File: src/rtl/tsc_pkg.sv
package tsc_pkg;

    typedef enum logic [2:0] {
        ST_RESTART,
        ST_ROW,
        ST_CELL,
        ST_WAIT,
        ST_END
    } tsc_state_e;

    typedef struct packed {
        logic restart;
        logic grant;
        logic clr;
        logic pop;
    } tsc_evt_t;

    // last timer value of a wait window for a given hop limit
    function automatic int wait_last(input int hop, input int margin);
        return hop + margin - 1;
    endfunction

endpackage

File: src/rtl/tsc_row_master.sv
module tsc_row_master #(
    parameter int COLS  = 4,
    parameter int DEPTH = 7
) (
    input  logic [COLS*DEPTH-1:0] row_hist_i,
    output logic                  busy_o,
    output logic                  oldest_clr_o
);
    assign busy_o = |row_hist_i;

    always_comb begin
        oldest_clr_o = 1'b1;
        for (int c = 0; c < COLS; c++) begin
            if (row_hist_i[c*DEPTH]) oldest_clr_o = 1'b0;
        end
    end
endmodule

File: src/rtl/tsc_depth_cnt.sv
module tsc_depth_cnt #(
    parameter int DEPTH = 7,
    localparam int NW = $clog2(DEPTH + 1)
) (
    input  logic          clk,
    input  logic          rst,
    input  logic          push_i,
    input  logic          pop_i,
    output logic [NW-1:0] cnt_o
);
    logic [NW-1:0] cnt_q;

    always_ff @(posedge clk) begin
        if (rst) begin
            cnt_q <= '0;
        end else if (push_i && !pop_i) begin
            if (cnt_q != NW'(DEPTH)) cnt_q <= cnt_q + 1'b1;
        end else if (pop_i && !push_i) begin
            if (cnt_q != '0) cnt_q <= cnt_q - 1'b1;
        end
    end

    assign cnt_o = cnt_q;

    AST_CNT_BOUND: assert property (@(posedge clk) disable iff (rst)
        cnt_q <= NW'(DEPTH));
    AST_CNT_INC: assert property (@(posedge clk) disable iff (rst)
        (push_i && !pop_i && cnt_q < NW'(DEPTH)) |=> cnt_q == $past(cnt_q) + 1'b1);
    AST_CNT_PAIR: assert property (@(posedge clk) disable iff (rst)
        (push_i && pop_i) |=> $stable(cnt_q));
endmodule

File: src/rtl/tsc_hop_timer.sv
module tsc_hop_timer #(
    parameter int HOP_MAX = 8,
    parameter int MARGIN  = 4,
    localparam int HW = $clog2(HOP_MAX + 1),
    localparam int TW = $clog2(HOP_MAX + MARGIN + 1)
) (
    input  logic          clk,
    input  logic          rst,
    input  logic          clear_i,
    input  logic          run_i,
    input  logic [HW-1:0] hop_i,
    output logic          expired_o
);
    logic [TW-1:0] tmr_q;
    logic [TW-1:0] lim;

    assign lim = TW'(tsc_pkg::wait_last(int'(hop_i), MARGIN));

    always_ff @(posedge clk) begin
        if (rst || clear_i) tmr_q <= '0;
        else if (run_i)     tmr_q <= tmr_q + 1'b1;
    end

    assign expired_o = run_i && (tmr_q == lim);

    AST_WAIT_BOUND: assert property (@(posedge clk) disable iff (rst)
        run_i |-> tmr_q <= lim);
endmodule

File: src/rtl/token_sched_ctrl.sv
module token_sched_ctrl
    import tsc_pkg::*;
#(
    parameter int ROWS    = 5,
    parameter int COLS    = 4,
    parameter int DEPTH   = 7,
    parameter int THV     = 3,
    parameter int HOP_MAX = 8,
    parameter int MARGIN  = 4,
    localparam int RW = (ROWS > 1) ? $clog2(ROWS) : 1,
    localparam int CW = (COLS > 1) ? $clog2(COLS) : 1,
    localparam int BW = (DEPTH > 1) ? $clog2(DEPTH) : 1,
    localparam int HW = $clog2(HOP_MAX + 1),
    localparam int NW = $clog2(DEPTH + 1),
    localparam int HB = ROWS * COLS * DEPTH
) (
    input  logic          clk,
    input  logic          rst,
    input  logic          meas_i,
    input  logic          finish_i,
    input  logic [HB-1:0] cell_hist_i,
    output logic          tok_o,
    output logic [RW-1:0] tok_row_o,
    output logic [CW-1:0] tok_col_o,
    output logic          restart_o,
    output logic [RW-1:0] cur_row_o,
    output logic [BW-1:0] base_o,
    output logic [HW-1:0] hop_o,
    output logic          push_o,
    output logic          pop_o,
    output logic          flag_clr_o
);
    tsc_state_e    st_q, st_d;
    logic [RW-1:0] row_q, row_d;
    logic [CW-1:0] col_q, col_d;
    logic [BW-1:0] base_q, base_d;
    logic [HW-1:0] hop_q, hop_d;
    tsc_evt_t      evt;
    logic          step;
    logic          gate;
    logic          expired;
    logic [NW-1:0] cnt;
    logic [ROWS-1:0] row_busy;
    logic [ROWS-1:0] row_old_clr;
    logic          all_old_clr;

    // per-row masters
    for (genvar r = 0; r < ROWS; r++) begin : g_row
        tsc_row_master #(.COLS(COLS), .DEPTH(DEPTH)) u_rm (
            .row_hist_i  (cell_hist_i[r*COLS*DEPTH +: COLS*DEPTH]),
            .busy_o      (row_busy[r]),
            .oldest_clr_o(row_old_clr[r])
        );
    end

    assign all_old_clr = &row_old_clr;

    tsc_depth_cnt #(.DEPTH(DEPTH)) u_cnt (
        .clk   (clk),
        .rst   (rst),
        .push_i(meas_i),
        .pop_i (evt.pop),
        .cnt_o (cnt)
    );

    tsc_hop_timer #(.HOP_MAX(HOP_MAX), .MARGIN(MARGIN)) u_tmr (
        .clk      (clk),
        .rst      (rst),
        .clear_i  (evt.grant),
        .run_i    (st_q == ST_WAIT),
        .hop_i    (hop_q),
        .expired_o(expired)
    );

    assign gate = int'(cnt) > int'(base_q) + THV;

    always_comb begin
        st_d   = st_q;
        row_d  = row_q;
        col_d  = col_q;
        base_d = base_q;
        hop_d  = hop_q;
        evt    = '0;
        step   = 1'b0;
        unique case (st_q)
            ST_RESTART: begin
                evt.restart = 1'b1;
                row_d = '0;
                col_d = '0;
                st_d  = ST_ROW;
            end
            ST_ROW: begin
                if (row_busy[row_q]) begin
                    col_d = '0;
                    st_d  = ST_CELL;
                end else if (row_q == RW'(ROWS - 1)) begin
                    st_d = ST_END;
                end else begin
                    row_d = row_q + 1'b1;
                end
            end
            ST_CELL: begin
                if (gate) begin
                    evt.grant = 1'b1;
                    st_d = ST_WAIT;
                end else begin
                    step = 1'b1;
                end
            end
            ST_WAIT: begin
                if (finish_i || expired) step = 1'b1;
            end
            ST_END: begin
                evt.clr = 1'b1;
                evt.pop = all_old_clr && (cnt != '0);
                st_d = ST_RESTART;
                if (evt.pop) begin
                    base_d = '0;
                    hop_d  = HW'(1);
                end else if (base_q == BW'(DEPTH - 1)) begin
                    base_d = '0;
                    hop_d  = (hop_q == HW'(HOP_MAX)) ? HW'(1) : hop_q + 1'b1;
                end else begin
                    base_d = base_q + 1'b1;
                end
            end
            default: st_d = ST_RESTART;
        endcase
        if (step) begin
            if (col_q != CW'(COLS - 1)) begin
                col_d = col_q + 1'b1;
                st_d  = ST_CELL;
            end else if (row_q != RW'(ROWS - 1)) begin
                row_d = row_q + 1'b1;
                st_d  = ST_ROW;
            end else begin
                st_d = ST_END;
            end
        end
    end

    always_ff @(posedge clk) begin
        if (rst) begin
            st_q   <= ST_RESTART;
            row_q  <= '0;
            col_q  <= '0;
            base_q <= '0;
            hop_q  <= HW'(1);
        end else begin
            st_q   <= st_d;
            row_q  <= row_d;
            col_q  <= col_d;
            base_q <= base_d;
            hop_q  <= hop_d;
        end
    end

    assign tok_o      = evt.grant;
    assign tok_row_o  = row_q;
    assign tok_col_o  = col_q;
    assign cur_row_o  = row_q;
    assign restart_o  = evt.restart;
    assign base_o     = base_q;
    assign hop_o      = hop_q;
    assign push_o     = meas_i;
    assign pop_o      = evt.pop;
    assign flag_clr_o = evt.clr;

    AST_GRANT_ROW_BUSY: assert property (@(posedge clk) disable iff (rst)
        tok_o |-> row_busy[tok_row_o]);
    AST_GRANT_DEPTH: assert property (@(posedge clk) disable iff (rst)
        tok_o |-> int'(cnt) > THV);
    AST_HOP_RANGE: assert property (@(posedge clk) disable iff (rst)
        (hop_o >= HW'(1)) && (hop_o <= HW'(HOP_MAX)));
    AST_BASE_MOVES_AT_END: assert property (@(posedge clk) disable iff (rst)
        !$stable(base_o) |-> $past(flag_clr_o));
    AST_POP_RESTART: assert property (@(posedge clk) disable iff (rst)
        pop_o |=> (restart_o && base_o == '0 && hop_o == HW'(1)));
    AST_CLR_RESTART: assert property (@(posedge clk) disable iff (rst)
        flag_clr_o |=> restart_o);
endmodule

File: config.mk
export PLATFORM = sky130hd
export DESIGN_NAME = token_sched_ctrl
export DESIGN_NICKNAME = d
export VERILOG_FILES = /design/src/rtl/tsc_pkg.sv /design/src/rtl/tsc_row_master.sv /design/src/rtl/tsc_depth_cnt.sv /design/src/rtl/tsc_hop_timer.sv /design/src/rtl/token_sched_ctrl.sv
export SDC_FILE = /design/constraint.sdc
export NUM_CORES = 1
export LEC_CHECK = 0
export ABC_CLOCK_PERIOD_IN_PS = 3090
export BUFFER_PORTS_ARGS = -buffer_cell sky130_fd_sc_hd__buf_2
export CAP_MARGIN = 20
export CORE_MARGIN = 2
export CORE_UTILIZATION = 39
export DETAILED_ROUTE_END_ITERATION = 10
export GPL_TIMING_DRIVEN = 1
export MAX_ROUTING_LAYER = met4
export PLACE_DENSITY_LB_ADDON = 0.15
export SLEW_MARGIN = 5
export SYNTH_ARGS = -nofsm -noshare
export SYNTH_HDL_FRONTEND = slang
export SYNTH_SLANG_ARGS = --single-unit
File: constraint.sdc
create_clock -name clk -period 3.09 [get_ports clk]
set_input_delay 0.618 -clock clk [delete_from_list [all_inputs] [get_ports clk]]
set_output_delay 0.618 -clock clk [all_outputs]
set_load 0.005 [all_outputs]
==> flow_summary.yaml, run 1 <==
die:
  fp-row-count: 25
  fp.dieW_um: 74.6
  die_h_um: 74.6
  start_util_pct: 40.9
  area_of_the_die_mm2: 0.00556
  floorplan_core_area_mm2: 0.00475
  count_of_boundary_i_o_pins: 164
sta:
  setup_tns_final_ps: 0
  grt_setup_unrepaired: "false"
  finalSetupViolations: 0
  timing.final.crit_share_pct: 91.2
  hold_slack_ps: 521
  slew_at_the_pin_with_the_worst_max_slew_slack_ps: 612
  fin_crit_ps: 2820
  hold_viol_final: 0
  timing.fmax_mhz: 355
  final_max_slew_viol_count: 0
  max_slew_margin_pct: 58.8
  fin_skew_ps: 2.28
clocking:
  cts_htree_levels: 1
  post-cts-setup-buffers: 0
  clkSlewWorstSetupHoldPaths_ps: 80
  clock_tree_from_tritoncts: "built"
  clock_tree.root_cell: "clkbuf_8"
  cts_made_buffers: 3
  buffer_levels_on_the_longest_clock_path: 2
  clock_sink_count: 22
  worst_skew_pair.late_latency_ps: 260
placed_design:
  place.port_buffers: 163
  detailed_place_hpwl_um: 5470
  global_placer_s_final_weighted_congestion: 0.883
synth:
  synth_top_area_cell: "dfxtp_1"
  post_synth.cell_area_avg_um2: 8.06
  warnings_from_yosys: 0
  synthArstFlopShare_pct: 0
  most_instantiated_library_cell_after_synthesis: "nor4_1"
  ys_dominant_reg_cell: "dfxtp_1"
  postSynthCellCount: 241
  synth.cells.most_frequent: "nor4_1, dfxtp_1, nor2_1, nand2_1, nand4_1"
  post_synth_edffs: 0
  ys_ff_latch: 22
  post_synth_instance_area_mm2: 0.00194
  syn-num-nets: 400
  netlist_top_cells_area: "dfxtp_1, ha_1, nor4_1"
  synth.distinct_cells: 51
  yosysSeqAreaShare_pct: 22.7
  synth_largest_type_area_fraction_pct: 22.7
detailed_routing:
  routed_wire_length_per_instance_um: 13.9
  first_drt_iteration_drcs: 82
  route.final.wire_length_um: 6460
  drt_pre_antenna_iters: 4
  drc: 0
  vias: 2357
  antenna_left: 0
  drt-vias-per-instance: 5.08
setup_path:
  crit_arrival_ps: 2200
  critical_path_origin: "base_o[1]"
  cp_max_fo: 5
  cp_slowest_cell: "dfxtp_1"
  data_required_time_at_the_worst_endpoint_ps: 2470
  crit_type: "reg2out"
  timing.critical_path.cells: "inv_1 -> ha_1 -> xor2_1 -> ha_1 -> a311oi_1 -> o21ai_0 -> nor2b_1 -> buf_2"
  crit_top_cell: "ha_1"
  critical_path.max_stage_delay_ps: 400
  end_kind: "output port"
  cp-start-kind: "register"
  crit-reg2reg-launch: "base_o[1]"
  regToRegSetupSlack_ps: 340
global_route:
  initial_antenna_violation_count: 0
  grt_pass1_wl_um: 9780
  globalRouteOverflowTotal: 0
  grt_pass1_vias: 2129
  pin_count_of_the_biggest_net_entering_global_routing: 21
  track_usage_pct: 23.3
flow_run:
  drv.max_cap_violation_count: 0
power_and_ir_drop:
  report.power.total_uw: 778
  leakage_uw: 0.00129
  max-vdd-ir-drop_mv: 0.144
  power-per-cell-area_mw_per_mm2: 276
final_layout:
  drive_above_1_share_pct: 45.6
  ff_latch_area_um2: 442
  areaGrowthSynthToFinish_pct: 45.0
  antenna_cells_inserted: 0
  multi_input_comb_area_mm2: 0.00140
  layout.filler_cells: 469
  final_nets: 558
hold_path:
  min-delay-path-class: "reg2reg"
  min-delay-start: "u_tmr.tmr_q[1]"
outcome:
  outcome: "complete, no violations"
cell type report:
cell class,count,share of cell area (%)
inverter,8,1.07
clock buffer,3,1.47
sequential,22,15.7
tap,67,2.98
timing repair buffer,164,29.2
multi-input combinational,200,49.6
flip-flops by register name (all words and copies together) (netlist names):
signal and flops:
hop_o 4, u_tmr.tmr_q 4, base_o 3, cur_row_o 3, st_q 3, u_cnt.cnt_o 3
tok_col_o 2
cells in the final DEF (no fill, tap or decap), drive strengths merged, types with 4 or more instances in the layout:
cell and instances:
nor2 22, xnor2 9, inv 8, a21oi 9, nor3 13, nand3 4
nand2 20, nand4 15, nor2b 7, buf 164, ha 14, or3 4
dfxtp 22, nor4 32, a311oi 4, xor2 7, o21ai 5
final timing paths:
check,endpoint,depth (start not counted)
max,tok_o,8
min,u_tmr.tmr_q[1],2
max reg2reg,cur_row_o[0],10
min reg2reg,u_tmr.tmr_q[1],2
power by group:
group	internal [uW]	switching, uW	leakage [uW]
logic	140	120	0.00109
registers	304	36.1	0.000179
clock network	87.1	91.0	0.0000216
critical path: cells and delay by family, from the launching register on:
kind	cells	cell delay, ps
xor+xnor	1	140
flops	1	400
compound gates	2	430
buf+inv	2	250
fa+ha+maj	2	490
simple gates	1	230
cells by family (layout without fill, tap and decap cells):
family                     Yosys count  after routing  share of synthesized area (%)
AOI/OAI and AO/OA                   34             34                           13.2
xor gates and xnor gates            16             16                           7.21
adders and majority gates           15             15                           10.0
buffers and inverters               19            175                           5.41
DFF                                 22             22                           22.7
muxes                                4              4                           2.12
and+or+nand+nor                    131            131                           39.3
metal layers:
metal  vias to the layer above  part of all wire, %  global-route usage (%)
li1                       1222                    -                       -
met1                      1040                   45                    29.4
met2                        89                   47                    39.3
met3                         6                  7.0                    3.39
met4                         0                 0.82                    5.16
met5                         -                    0                       -
stage by stage:
stage | utilization [%] | setup slack (ps) | instance area, um^2 | instances
finish | 59.3 | 273 | 2820 | 464
global route | 59.3 | 45.1 | 2820 | 464
CTS | 59.2 | 165 | 2820 | 464
detailed placement | 58.4 | 276 | 2780 | 461
global placement | 58.4 | 354 | 2780 | 461
floorplan | - | 519 | 1940 | 241
repair_timing:
action | CTS | global route
hold buffers | 0 | 0
setup endpoints to repair | 0 | 1
gates resized for setup | 0 | 1
No activity file was read; power rests on OpenSTA's default activity.
==> run 2: changes to the inputs <==
Settings changed: PLACE_DENSITY set to 0.88, PLACE_DENSITY_LB_ADDON 0.15 to not set.
==> run 2 against run 1 <==
Against the previous run:
- die area did not move
- highest routed layer unchanged
- clock skew up 5.4 ps
- cell count unchanged
==> flow_summary.yaml, run 2 (synthesized netlist as in run 1, its figures left out) <==
outcome:
  outcome: "complete, no violations"
global_route:
  grt_pass1_vias: 2414
  pin_count_of_the_biggest_net_entering_global_routing: 21
  globalRouteOverflowTotal: 0
  grt_pass1_wl_um: 10500
  initial_antenna_violation_count: 0
  track_usage_pct: 24.5
setup_path:
  crit-reg2reg-launch: "base_o[1]"
  cp_max_fo: 5
  crit_arrival_ps: 2220
  critical_path_origin: "base_o[1]"
  crit_type: "reg2out"
  data_required_time_at_the_worst_endpoint_ps: 2470
  cp-start-kind: "register"
  end_kind: "output port"
die:
  floorplan_core_area_mm2: 0.00475
  fp-row-count: 25
  die_h_um: 74.6
  area_of_the_die_mm2: 0.00556
  fp.dieW_um: 74.6
  start_util_pct: 40.9
  count_of_boundary_i_o_pins: 164
power_and_ir_drop:
  internal_power_uw: 532
  power_switching_share_pct: 32.3
  power_frac_seq_pct: 43.1
  power.share.combinational_pct: 33.8
  leakage_uw: 0.00129
  max-vdd-ir-drop_mv: 0.194
  power.net_switching_uw: 254
  power.share.clock_pct: 23.1
  power-per-cell-area_mw_per_mm2: 279
detailed_routing:
  route.final.wire_length_um: 6610
  first_drt_iteration_drcs: 134
  antenna_left: 0
  drt-vias-per-instance: 5.36
  routed_wire_length_per_instance_um: 14.2
  vias: 2486
  drc: 0
  drt_pre_antenna_iters: 4
final_layout:
  layout.cells.most_common_list: "buf_2, nor4_1, nor2_1"
  antenna_cells_inserted: 0
  layout.filler_cells: 467
  regs_by_ff_count: "hop_o (4), u_tmr.tmr_q (4)"
  drive_above_1_share_pct: 45.6
  areaGrowthSynthToFinish_pct: 45.0
  final_nets: 558
  most_common_library_cell_in_the_layout_ignoring_fill_and_taps: "buf_2"
clocking:
  post-cts-setup-buffers: 0
  cts_htree_levels: 1
  worst_skew_pair.late_latency_ps: 270
  clock_tree.root_cell: "clkbuf_8"
  buffer_levels_on_the_longest_clock_path: 2
  post_cts_hold_buffer_count: 0
  cts_made_buffers: 3
  clkSlewWorstSetupHoldPaths_ps: 80
  clock_tree_from_tritoncts: "built"
  clock_sink_count: 22
sta:
  timing.fmax_mhz: 352
  max_slew_margin_pct: 58.6
  fin_crit_ps: 2840
  timing.final.crit_share_pct: 92.0
  slew_at_the_pin_with_the_worst_max_slew_slack_ps: 615
  finalSetupViolations: 0
  hold_slack_ps: 515
  final_max_slew_viol_count: 0
  final_critical_path_setup_slack_ps: 248
  grt_setup_unrepaired: "false"
  hold_viol_final: 0
  setup_tns_final_ps: 0
  fin_skew_ps: 7.66
placed_design:
  placement.setup.worst_slack_ps: 240
  global_placer_s_final_weighted_congestion: 0.834
  detailed_place_hpwl_um: 5550
  place.port_buffers: 163
flow_run:
  drv.max_cap_violation_count: 0
hold_path:
  min-delay-start: "u_tmr.tmr_q[1]"
  min-delay-path-class: "reg2reg"
## run 2: cell counts in the layout (fill, tap and decap cells not counted)
Identical to the previous run, type by type.
## run 2: layer usage
layer  track usage, %  vias up  wire, um
met5                -        -         0
met4             5.56        0        48
met3             4.74        8       545
met2             42.6      112      3230
met1             29.3     1144      2780
li1                 -     1222         -
## run 2: path summary, 6_finish.rpt
| path | end | cells past startpoint | slack, ps |
|---|---|---|---|
| setup / recovery | tok_o | 8 | 250 |
| hold / removal | u_tmr.tmr_q[1] | 2 | 520 |
| setup reg to reg | cur_row_o[0] | 10 | 280 |
| hold reg to reg | u_tmr.tmr_q[1] | 2 | 520 |
## run 2: what timing repair did
action | CTS | global route
gates resized for setup | 0 | 1
hold endpoints to repair | 0 | 0
setup endpoints to repair | 0 | 1
## run 2: layout make-up
cell class	instances	area, um^2	area share (%)
multi-input cells	200	1400	49.6
repair buffers	164	823	29.2
flip-flops and latches	22	442	15.7
well taps	67	83.8	2.98
clock buffers	3	41.3	1.47
inverters	8	30.0	1.07
## run 2: critical path, stage by stage, from the launching register on
cell and delay, ps:
dfxtp_1 400, inv_1 100, ha_1 200, xor2_1 150, ha_1 300, a311oi_1 260, o21ai_0 180, nor2b_1 230
buf_2 150
## run 2: through the flow
stage          cells  power (uW)  utilization [%]  area (um^2)
3_3_place_gp     461         596             58.4         2780
4_1_cts          464         786             59.2         2820
5_1_grt          464         833             59.3         2820
2_1_floorplan    241         469                -         1940
3_5_place_dp     461         608             58.4         2780
6_report         464         786             59.3         2820
## run 2: power by group through the flow
stage	Clock [uW]	Sequential (uW)	Combinational [uW]
finish	181	339	265
global route	196	344	293
CTS	185	338	264
detailed placement	0	344	263
global placement	0	344	252
floorplan	0	331	137
==> run 3: changes to the inputs <==
Settings changed: BUFFER_PORTS_ARGS -buffer_cell sky130_fd_sc_hd__buf_2 to -buffer_cell sky130_fd_sc_hd__buf_4.
==> run 3 against run 2 <==
Against the previous run:
- worst setup slack lost 72 ps
- fmax shrank 2.5%
- worst hold slack gained 6.7 ps
- clock power grew 19%
- critical path type is now reg2reg
==> flow_summary.yaml, run 3 (synthesized netlist as in run 1, its figures left out) <==
outcome:
  outcome: "complete, no violations"
clocking:
  clock_sink_count: 22
  post-cts-setup-buffers: 0
  post_cts_hold_buffer_count: 0
  post_cts_resized: 0
  clock_tree.root_cell: "clkbuf_8"
  clock_tree_from_tritoncts: "built"
  cts_htree_levels: 1
  worst_skew_pair.late_latency_ps: 270
  buffer_levels_on_the_longest_clock_path: 2
  cts_made_buffers: 3
  clkSlewWorstSetupHoldPaths_ps: 80
sta:
  timing.final.crit_share_pct: 94.3
  hold_viol_final: 0
  timing.fmax_mhz: 343
  fin_skew_ps: 1.44
  fin_crit_ps: 2910
  setup_tns_final_ps: 0
  finalSetupViolations: 0
  slew_at_the_pin_with_the_worst_max_slew_slack_ps: 581
  final_critical_path_setup_slack_ps: 176
  max_slew_margin_pct: 60.9
  grt_setup_unrepaired: "false"
  final_max_slew_viol_count: 0
global_route:
  globalRouteOverflowTotal: 0
  initial_antenna_violation_count: 0
  track_usage_pct: 26.3
  grt_pass1_vias: 2521
  grt_pass1_wl_um: 11000
  pin_count_of_the_biggest_net_entering_global_routing: 21
placed_design:
  placedCellCount: 461
  global_placer_s_final_weighted_congestion: 0.850
  placement.setup.worst_slack_ps: 217
  place.port_buffers: 163
  detailed_place_hpwl_um: 5930
power_and_ir_drop:
  internal_power_uw: 615
  power.share.clock_pct: 24.6
  power_frac_seq_pct: 38.7
  power-per-cell-area_mw_per_mm2: 270
  max-vdd-ir-drop_mv: 0.206
  power_switching_share_pct: 29.7
  power.net_switching_uw: 260
  power.share.combinational_pct: 36.7
  leakage_uw: 0.00142
setup_path:
  data_required_time_at_the_worst_endpoint_ps: 3290
  timing.critical_path.cells: "inv_1 -> ha_1 -> ha_1 -> nor2b_1 -> o21a_1 -> o21ai_0 -> a32o_1 -> and3_2 -> mux2_2 -> a31oi_1"
  r2r.worst_path.cells: 10
  crit_arrival_ps: 3120
  critical_path_origin: "base_o[0]"
  worstReg2RegEnd: "cur_row_o[0]"
  critical_path.max_stage_delay_ps: 450
  crit_top_cell: "ha_1"
  regToRegSetupSlack_ps: 180
  cp_slowest_cell: "dfxtp_1"
  end_kind: "register"
  crit_type: "reg2reg"
  cp_max_fo: 7
  crit-reg2reg-launch: "base_o[0]"
  cp-start-kind: "register"
final_layout:
  layout.filler_cells: 425
  antenna_cells_inserted: 0
  regs_by_ff_count: "hop_o (4), u_tmr.tmr_q (4)"
  areaGrowthSynthToFinish_pct: 66.8
  ff_latch_area_um2: 440
  layout.cells.most_common_list: "buf_4, nor4_1, nor2_1, dfxtp_1, nand2_1"
  most_common_library_cell_in_the_layout_ignoring_fill_and_taps: "buf_4"
  final_nets: 558
  instances_no_fill: 465
  multi_input_comb_area_mm2: 0.00140
  drive_above_1_share_pct: 46.0
hold_path:
  min-delay-start: "u_tmr.tmr_q[1]"
  holdPathEnd: "u_tmr.tmr_q[1]"
  min-delay-path-class: "reg2reg"
  worst_hold_path.num_cells: 2
die:
  count_of_boundary_i_o_pins: 164
  die_h_um: 74.6
  area_of_the_die_mm2: 0.00556
  start_util_pct: 40.9
  fp.dieW_um: 74.6
  fp-row-count: 25
  floorplan_core_area_mm2: 0.00475
flow_run:
  drv.max_cap_violation_count: 0
detailed_routing:
  route.final.wire_length_um: 6970
  first_drt_iteration_drcs: 78
  antenna_left: 0
  drc: 0
  vias: 2509
  drt-vias-per-instance: 5.40
  routed_wire_length_per_instance_um: 15.0
  drt_pre_antenna_iters: 6
run 3: cell types whose count changed in the layout (fill, tap and decap cells not counted):
| cell | previous run | this run |
|---|---|---|
| and3_1 | 1 | 0 |
| and3_2 | 0 | 1 |
| buf_2 | 163 | 0 |
| buf_4 | 1 | 164 |
| clkbuf_8 | 3 | 4 |
| dfxtp_1 | 21 | 22 |
| dfxtp_2 | 1 | 0 |
| nor2b_1 | 7 | 6 |
| nor2b_2 | 0 | 1 |
run 3: final cells by class:
cell class	instances	share of cell area, %
Multi-Input combinational cell	200	43.2
Clock buffer	4	1.70
Timing Repair Buffer	164	38.0
Inverter	8	0.926
Sequential cell	22	13.6
Tap cell	67	2.59
run 3: worst max-delay path, delay by kind of cell (launching register included):
| family | cells | cell delay, ps |
|---|---|---|
| muxes | 1 | 350 |
| buffers and inverters | 1 | 130 |
| DFF | 1 | 450 |
| and+or+nand+nor | 2 | 440 |
| AOI/OAI and AO/OA | 4 | 870 |
| adders and majority gates | 2 | 610 |
run 3: metrics by stage:
| stage | total power (uW) | util, % | hold slack [ps] | cell area (um^2) |
|---|---|---|---|---|
| floorplan | 469 | - | 475 | 1940 |
| detailed placement | 664 | 66.9 | 505 | 3180 |
| global placement | 652 | 66.9 | 493 | 3180 |
| global route | 934 | 68.2 | 560 | 3240 |
| CTS | 878 | 68.1 | 518 | 3240 |
| finish | 874 | 68.2 | 522 | 3240 |
run 3: power by group through the flow:
stage / Sequential (uW) / Clock (uW) / Combinational, uW
floorplan: 331 / 0 / 137
global placement: 344 / 0 / 308
detailed placement: 344 / 0 / 320
CTS: 338 / 219 / 321
global route: 345 / 235 / 355
finish: 338 / 215 / 321
run 3: metal layers:
layer  up-vias  track usage (%)  share of wire (%)
li1       1225                -                  -
met3        19             6.64                9.2
met4         0             7.14                2.0
met1      1149             28.6                 39
met5         -                -                  0
met2       116             47.1                 50
run 3: worst max path at each step:
stage	to	slack (ps)	cells after the start
finish	cur_row_o[0]	180	10
global route	tok_o	50	8
CTS	tok_o	150	8
detailed placement	cur_row_o[0]	220	10
global placement	cur_row_o[0]	360	10
floorplan	cur_row_o[0]	520	11
